$ cat src/rtl/adc_clk_pkg.sv
package adc_clk_pkg;
  localparam int CTRL_W = 32;

  // Width of the scaler field for each variant.
  function automatic int scl_width(input bit two_stage);
    return two_stage ? 10 : 16;
  endfunction
endpackage

$ cat src/rtl/adc_clkctl_reg.sv
module adc_clkctl_reg
  import adc_clk_pkg::*;
#(
  parameter bit              TWO_STAGE = 1'b1,
  parameter int              ADDR_W    = 8,
  parameter logic [ADDR_W-1:0] CTRL_ADDR = 8'h0C,
  parameter int              PRE_W     = 15,
  parameter int              PRE_LSB   = 17,
  parameter int              SCL_W     = 10
) (
  input  logic              clk,
  input  logic              rst_n,
  input  logic              wr_en,
  input  logic [ADDR_W-1:0] wr_addr,
  input  logic [CTRL_W-1:0] wr_data,
  output logic [PRE_W-1:0]  pre_field,
  output logic [SCL_W-1:0]  scl_field
);
  logic             hit;
  logic [SCL_W-1:0] scl_d, scl_q;
  logic [PRE_W-1:0] pre_d, pre_q;

  assign hit = wr_en && (wr_addr == CTRL_ADDR);

  generate
    if (TWO_STAGE) begin : g_two
      logic unused_gap;
      assign unused_gap = ^wr_data[PRE_LSB-1:SCL_W];
      always_comb begin
        pre_d = pre_q;
        if (hit) pre_d = wr_data[PRE_LSB +: PRE_W];
      end
    end else begin : g_one
      logic unused_high;
      assign unused_high = ^wr_data[CTRL_W-1:SCL_W];
      assign pre_d = '0;
    end
  endgenerate

  always_comb begin
    scl_d = scl_q;
    if (hit) scl_d = wr_data[SCL_W-1:0];
  end

  always_ff @(posedge clk or negedge rst_n) begin
    if (!rst_n) begin
      pre_q <= '0;
      scl_q <= '0;
    end else begin
      pre_q <= pre_d;
      scl_q <= scl_d;
    end
  end

  assign pre_field = pre_q;
  assign scl_field = scl_q;
endmodule

$ cat src/rtl/adc_tick_div.sv
module adc_tick_div #(
  parameter int W = 10
) (
  input  logic         clk,
  input  logic         rst_n,
  input  logic         run,
  input  logic         in_tick,
  input  logic [W-1:0] field,
  output logic         out_tick
);
  logic [W-1:0] cnt_q, cnt_d;
  logic [W-1:0] lim_q, lim_d;
  logic         term;

  assign term     = (cnt_q == lim_q);
  assign out_tick = run & in_tick & term;

  // The limit is reloaded only at terminal count or while idle.
  always_comb begin
    cnt_d = cnt_q;
    lim_d = lim_q;
    if (!run) begin
      cnt_d = '0;
      lim_d = field;
    end else if (in_tick) begin
      if (term) begin
        cnt_d = '0;
        lim_d = field;
      end else begin
        cnt_d = cnt_q + 1'b1;
      end
    end
  end

  always_ff @(posedge clk or negedge rst_n) begin
    if (!rst_n) begin
      cnt_q <= '0;
      lim_q <= '0;
    end else begin
      cnt_q <= cnt_d;
      lim_q <= lim_d;
    end
  end
endmodule

$ cat src/rtl/adc_sample_clkgen.sv
module adc_sample_clkgen
  import adc_clk_pkg::*;
#(
  parameter bit                TWO_STAGE       = 1'b1,
  parameter int                ADDR_W          = 8,
  parameter logic [ADDR_W-1:0] CTRL_ADDR       = 8'h0C,
  parameter int                PRE_W           = 15,
  parameter int                PRE_LSB         = 17,
  parameter int                CONV_PER_SAMPLE = 12
) (
  input  logic              clk,
  input  logic              rst_n,
  input  logic              run_en,
  input  logic              wr_en,
  input  logic [ADDR_W-1:0] wr_addr,
  input  logic [31:0]       wr_data,
  output logic              conv_tick,
  output logic              sample_tick
);
  localparam int SCL_W = scl_width(TWO_STAGE);
  localparam int SMP_W = $clog2(CONV_PER_SAMPLE);
  localparam logic [SMP_W-1:0] SMP_LAST = SMP_W'(CONV_PER_SAMPLE - 1);

  logic [1:0]       rst_sync_q;
  logic             rst_core_n;
  logic [PRE_W-1:0] pre_field;
  logic [SCL_W-1:0] scl_field;
  logic             half_q, half_d;
  logic             half_tick, pre_tick;

  // Asynchronous assertion, synchronous release.
  always_ff @(posedge clk or negedge rst_n) begin
    if (!rst_n) rst_sync_q <= 2'b00;
    else        rst_sync_q <= {rst_sync_q[0], 1'b1};
  end
  assign rst_core_n = rst_sync_q[1];

  adc_clkctl_reg #(
    .TWO_STAGE(TWO_STAGE), .ADDR_W(ADDR_W), .CTRL_ADDR(CTRL_ADDR),
    .PRE_W(PRE_W), .PRE_LSB(PRE_LSB), .SCL_W(SCL_W)
  ) u_reg (
    .clk(clk), .rst_n(rst_core_n), .wr_en(wr_en), .wr_addr(wr_addr),
    .wr_data(wr_data), .pre_field(pre_field), .scl_field(scl_field)
  );

  // Fixed divide-by-two stage.
  always_comb half_d = run_en ? ~half_q : 1'b0;
  always_ff @(posedge clk or negedge rst_core_n) begin
    if (!rst_core_n) half_q <= 1'b0;
    else             half_q <= half_d;
  end
  assign half_tick = run_en & half_q;

  generate
    if (TWO_STAGE) begin : g_pre
      adc_tick_div #(.W(PRE_W)) u_pre (
        .clk(clk), .rst_n(rst_core_n), .run(run_en), .in_tick(half_tick),
        .field(pre_field), .out_tick(pre_tick)
      );
    end else begin : g_nopre
      logic unused_pre;
      assign unused_pre = ^pre_field;
      assign pre_tick   = half_tick;
    end
  endgenerate

  adc_tick_div #(.W(SCL_W)) u_scl (
    .clk(clk), .rst_n(rst_core_n), .run(run_en), .in_tick(pre_tick),
    .field(scl_field), .out_tick(conv_tick)
  );

  adc_tick_div #(.W(SMP_W)) u_smp (
    .clk(clk), .rst_n(rst_core_n), .run(run_en), .in_tick(conv_tick),
    .field(SMP_LAST), .out_tick(sample_tick)
  );
endmodule

$ cat config.mk
export PLATFORM = sky130hd
export DESIGN_NAME = adc_sample_clkgen
export DESIGN_NICKNAME = d
export VERILOG_FILES = /design/src/rtl/adc_clk_pkg.sv /design/src/rtl/adc_clkctl_reg.sv /design/src/rtl/adc_tick_div.sv /design/src/rtl/adc_sample_clkgen.sv
export SDC_FILE = /design/constraint.sdc
export NUM_CORES = 1
export LEC_CHECK = 0
export BUFFER_PORTS_ARGS = -buffer_cell sky130_fd_sc_hd__buf_4
export CAP_MARGIN = 30
export CORE_ASPECT_RATIO = 0.8
export CORE_MARGIN = 5
export CORE_UTILIZATION = 26
export CTS_CLUSTER_DIAMETER = 60
export CTS_CLUSTER_SIZE = 20
export DETAILED_ROUTE_END_ITERATION = 6
export PLACE_DENSITY = 0.4
export SYNTH_ARGS = -nofsm -noshare
export SYNTH_HDL_FRONTEND = slang
export SYNTH_SLANG_ARGS = --single-unit
$ cat constraint.sdc
create_clock -name clk -period 7.7 [get_ports clk]
set_input_delay 1.54 -clock clk [delete_from_list [all_inputs] [get_ports clk]]
set_output_delay 1.54 -clock clk [all_outputs]
set_load 0.05 [all_outputs]
== Word level (Yosys, flattened, before mapping) ==
Index checks and enable logic that the tools add are counted.
Operators by class
  add/subtract/negate cells: 3
  equal/unequal tests: 10
  mux-type cells: 19
  bitwise logic cells: 8
  reductions and logical operators: 4
Operator list (number)
  $mux W15: 6
  $mux W10: 6
  $mux W4: 6
  $add A15 B1 Y15 const B: 1
  $eq A15 B15 Y1: 1
  $ne A2 B1 Y1 const B: 6
  $add A10 B1 Y10 const B: 1
  $eq A10 B10 Y1: 1
  $eq A8 B4 Y1 const B: 1
  $and A1 B1 Y1: 7
  $reduce_and A2 Y1: 3
  $add A4 B1 Y4 const B: 1
  $eq A4 B4 Y1: 1
  $logic_and A1 B1 Y1: 1
  $mux W1: 1
  $not A1 Y1: 1
Storage, ports and cells
  flip-flop bits (word level): 86
  input port bits: 44
  logic and storage cells: 54

== Longest topological paths before layout ==
  word-level depth: 7
  depth in mapped cells: 9

== Cells and area by module ==
Synthesis repeated with hierarchy kept, for this count alone.
Second synthesis, totals
  cells, all modules: 322
  area, all modules: 4194.0 µm²
By module, submodules not included
  adc_tick_div at g_pre.u_pre: instances 1, cells each 131, area an instance 1560.2 µm², seq. area each 750.7 µm²
  adc_tick_div at u_scl: instances 1, cells each 91, area an instance 1057.3 µm², seq. area each 500.5 µm²
  adc_clkctl_reg: instances 1, cells each 55, area an instance 1054.8 µm², seq. area each 625.6 µm²
  adc_tick_div at u_smp: instances 1, cells each 38, area an instance 422.9 µm², seq. area each 200.2 µm²
  adc_sample_clkgen: instances 1, cells each 7, area an instance 98.8 µm², seq. area each 75.1 µm²

== Worst setup path after synthesis ==
OpenSTA, ideal clock, no wires.
  kind: input to output
  from: input run_en
  to: output sample_tick
  arrival time: 3.202 ns
  data required time: 6.160 ns
  slack: 2.958 ns
  stages: 6
  path buffers: 1
  cells stage by stage: and2_1 nand4_1 nor4_1 nand2b_1 clkbuf_1 nor2_1
On the way
  word-level cells in the longest chain between the ends: 7
RTL lines
  start, declared: RTL line adc_sample_clkgen.sv:13  | input logic run_en,
  $and A1 B1 Y1: RTL line adc_sample_clkgen.sv:52  | assign half_tick = run_en & half_q;
  $and A1 B1 Y1 (4 in series): RTL line adc_tick_div.sv:16  | assign out_tick = run & in_tick & term;
  $and A1 B1 Y1 (*) (2 in series): RTL line adc_tick_div.sv:16
  end, declared: RTL line adc_sample_clkgen.sv:18  | output logic sample_tick
Every way passes the cells marked *; elsewhere a longest branch is shown, timed or not.

== Final worst setup path ==
Same ends and word-level chain as after synthesis.

==> impl_metrics.env <==
export IMPL_clock_root_buffer="sky130_fd_sc_hd__clkbuf_16"
export IMPL_cts_tree="yes"
export IMPL_cp_cell_sequence="buf_4, and2_1, nand4_1, nor4_1, buf_4, nand2b_1, nor2_1, buf_4"
export IMPL_worst_slew_pin_transition_ns=0.873
export IMPL_static_leakage_power_uw=0.00221
export IMPL_synth_area_um2=3940
export IMPL_synth_ff_type="sky130_fd_sc_hd__dfrtp_1"
export IMPL_placeableCoreArea_um2=14900
export IMPL_cap_viol_max_count=0
export IMPL_ys_warnings_count=0
export IMPL_setup_tns_final_ns=0
export IMPL_report_power_total_uw=1120
export IMPL_boundaryPins=46
export IMPL_fmaxAchievable_mhz=214
export IMPL_ctsHtreeMaxLevel=3
export IMPL_synth_top_area_share=0.527
export IMPL_ys_async_sr_fraction=1.00
export IMPL_slowest_delay_ns=0.28
export IMPL_p_switching_uw=262
export IMPL_synth_sequential_area_ratio=0.527
export IMPL_finalNetCount=419
export IMPL_post_synthesis_sequential_element_count=83
export IMPL_grt_most_used_layer="met1"
export IMPL_vias_per_cell=4.52
export IMPL_post_cts_resized_instances=0
export IMPL_clock_skew_after_layout_ns=0.00740
export IMPL_initial_utilization=0.264
export IMPL_use_met2=0.128
export IMPL_hold_violations=0
export IMPL_power_share_switching=0.235
export IMPL_route_detailed_drc=0
export IMPL_std_cell_rows=40
export IMPL_synthDominantAreaCellType="sky130_fd_sc_hd__dfrtp_1"
export IMPL_syn_nets=380
export IMPL_grtUsageMet1=0.152
export IMPL_synth_cells_most_frequent="sky130_fd_sc_hd__dfrtp_1 (83), sky130_fd_sc_hd__mux2_2 (50), sky130_fd_sc_hd__xnor2_1 (26)"
export IMPL_cts_buffers=9
export IMPL_gp_congestion=0.768
export IMPL_critical_path_slowest_cell="sky130_fd_sc_hd__buf_4"
export IMPL_syn_avg_cell_area_um2=11.8
export IMPL_path_class="input pin to output port"
export IMPL_path_max_fanout=29
export IMPL_postRouteWirelength_mm=8.04
export IMPL_yosys_cell_count_top_type="sky130_fd_sc_hd__dfrtp_1"
export IMPL_share_comb_of_total_power=0.116
export IMPL_full_die_area_um2=17700
export IMPL_power_per_cell_area_nw_per_um2=234
export IMPL_worstSetupStartpointType="input pin"
export IMPL_ir_worst_vdd_v=0.0000993
export IMPL_final_routed_wire_length_divided_by_cell_count_um=14.2
export IMPL_die_width_um=148
export IMPL_unique_cell_type_count_in_the_yosys_netlist=42
export IMPL_cts_num_sinks=83
export IMPL_power_frac_seq=0.426
export IMPL_max_slew_margin=0.418
export IMPL_buffer_ports_inserted=38
export IMPL_cts_setup_buffers=0
export IMPL_cts_hold_buffers_added=0
export IMPL_detailroute_via_count=2558
export IMPL_grt_ovfl_total=0
export IMPL_unrepaired_setup_endpoints_after_global_routing="no"
export IMPL_period_share=0.607
export IMPL_worst_ep_arrival_time_ns=3.13
export IMPL_status="finished clean"
export IMPL_antennaDiodeCount=0
export IMPL_synth_top_cells_by_area="sky130_fd_sc_hd__dfrtp_1 (53%), sky130_fd_sc_hd__mux2_2 (14%), sky130_fd_sc_hd__xnor2_1 (5.8%), sky130_fd_sc_hd__xor2_1 (2.4%), sky130_fd_sc_hd__nand4_1 (2.1%)"
export IMPL_layout_drive_gt1_share=0.297
export IMPL_firstDrtPassIters=4
export IMPL_die_height_um=120
export IMPL_clk_insertion_delay_late_ns=0.34
export IMPL_drt_antenna_violating_nets=0
export IMPL_layout_min_cycle_time_ns=4.67
export IMPL_slew_viol_final=0
export IMPL_grt_pass1_wl_mm=14.0
export IMPL_grt_use_met3=0.0211
export IMPL_cp_common_cell="sky130_fd_sc_hd__buf_4"
export IMPL_vias_in_the_first_global_route=2663
export IMPL_cts_clk_slew_worst_paths_ns=0.06
export IMPL_timing_critical_path_required_ns=6.16
export IMPL_pin_count_of_the_biggest_net_entering_global_routing=53
export IMPL_p_int_uw=855
export IMPL_synthToLayoutAreaGrowth_pct=21.4
export IMPL_first_iter_violations=128
export IMPL_worstHoldPathType="register to asynchronous set/reset pin"
export IMPL_clockBufferDepth=2
export IMPL_synth_instances=333
export IMPL_endpoint_kind="output port"
export IMPL_share_clk_of_total_power=0.458
export IMPL_global_route_usage_total=0.0992
export IMPL_dpl_hpwl_mm=5.57
export IMPL_setup_viol=0
export IMPL_number_of_flops_mapped_to_enable_cells_by_yosys=0
export IMPL_grt_antenna_before_repair=0
-- power by group through the flow --
| stage | Combinational, µW | Clock, µW | Sequential (µW) |
|---|---|---|---|
| 2_1_floorplan | 92.8 | 0 | 481 |
| 3_3_place_gp | 130 | 0 | 484 |
| 3_5_place_dp | 132 | 0 | 485 |
| 4_1_cts | 133 | 529 | 477 |
| 5_1_grt | 146 | 544 | 480 |
| 6_report | 129 | 512 | 476 |
-- through the flow --
stage / hold slack [ns] / std cells / setup WS, ns / util / area (µm²)
2_1_floorplan: 0.331 / 333 / 2.96 / - / 3940
3_3_place_gp: 0.276 / 550 / 3.02 / 0.296 / 4420
3_5_place_dp: 0.272 / 550 / 2.98 / 0.296 / 4420
4_1_cts: 0.276 / 566 / 2.98 / 0.321 / 4780
5_1_grt: 0.304 / 566 / 2.77 / 0.321 / 4780
6_report: 0.257 / 566 / 3.03 / 0.321 / 4780
-- final timing paths --
path,start,endpoint,slack [ns],depth (start not counted)
min,rst_sync_q[1],u_reg.pre_field[9],0.26,0
min reg2reg,rst_sync_q[1],u_reg.pre_field[9],0.26,0
min in group clk,rst_sync_q[0],rst_sync_q[1],0.35,0
max,run_en,sample_tick,3.03,8
max in group asynchronous,rst_sync_q[1],u_smp.cnt_q[1],6.42,1
max reg2reg,g_pre.u_pre.cnt_q[3],g_pre.u_pre.lim_q[0],4.79,6
-- metal layers --
metal	vias up	part of all wire
met2	43	0.40
met3	13	0.040
met4	0	0.019
li1	1254	-
met5	-	0
met1	1248	0.54
-- cell type report --
cell class / instances / area (µm²)
inverters: 9 / 33.8
multi-input cells: 226 / 1750
well taps: 189 / 236
fillers: 1509 / 10100
flip-flops and latches: 83 / 2080
clock inverters: 4 / 95.1
clock buffers: 12 / 267
repair buffers: 43 / 323
-- cell usage in the layout (no fill, tap or decap), types with 2 or more instances in the layout --
cell,n
sky130_fd_sc_hd__dfrtp_1,82
sky130_fd_sc_hd__nand3_1,10
sky130_fd_sc_hd__nand4_1,13
sky130_fd_sc_hd__o21ai_0,14
sky130_fd_sc_hd__or4_1,2
sky130_fd_sc_hd__nand3b_1,2
sky130_fd_sc_hd__ha_1,3
sky130_fd_sc_hd__nor2b_1,7
sky130_fd_sc_hd__nand2b_1,3
sky130_fd_sc_hd__o211ai_1,9
sky130_fd_sc_hd__a21oi_1,3
sky130_fd_sc_hd__nor2_1,21
sky130_fd_sc_hd__mux2i_1,8
sky130_fd_sc_hd__clkbuf_16,9
sky130_fd_sc_hd__xor2_1,11
sky130_fd_sc_hd__inv_1,9
sky130_fd_sc_hd__xnor2_1,26
sky130_fd_sc_hd__and2_1,3
sky130_fd_sc_hd__mux2_2,50
sky130_fd_sc_hd__a21o_1,2
sky130_fd_sc_hd__nor3_1,4
sky130_fd_sc_hd__buf_4,43
sky130_fd_sc_hd__nand2_1,14
sky130_fd_sc_hd__clkbuf_8,3
sky130_fd_sc_hd__bufinv_16,3
sky130_fd_sc_hd__and3_1,2
sky130_fd_sc_hd__nor4_1,5
-- worst max-delay path: cells and delay by family --
family | cells | cell delay [ns]
buffers and inverters | 3 | 0.71
AND/OR/NAND/NOR | 5 | 0.87
-- state kept, by name, summed over array words and instances, names as in the netlist --
register and count:
u_scl.cnt_q 10, u_scl.lim_q 10, u_reg.pre_field 15, g_pre.u_pre.cnt_q 15
half_q 1, u_reg.scl_field 10, rst_sync_q 2, u_smp.cnt_q 4
u_smp.lim_q 1, g_pre.u_pre.lim_q 15
-- logic make-up after synthesis --
logic type      Yosys count  share of synthesized area
xor+xnor                 37                     0.0823
flops                    83                      0.527
simple gates             91                      0.122
mux                      58                      0.163
buf+inv                  24                     0.0292
other cells               1                   0.000952
fa+ha+maj                 3                    0.00953
compound gates           36                     0.0648
Note: power is estimated with default switching activity, not from simulation.
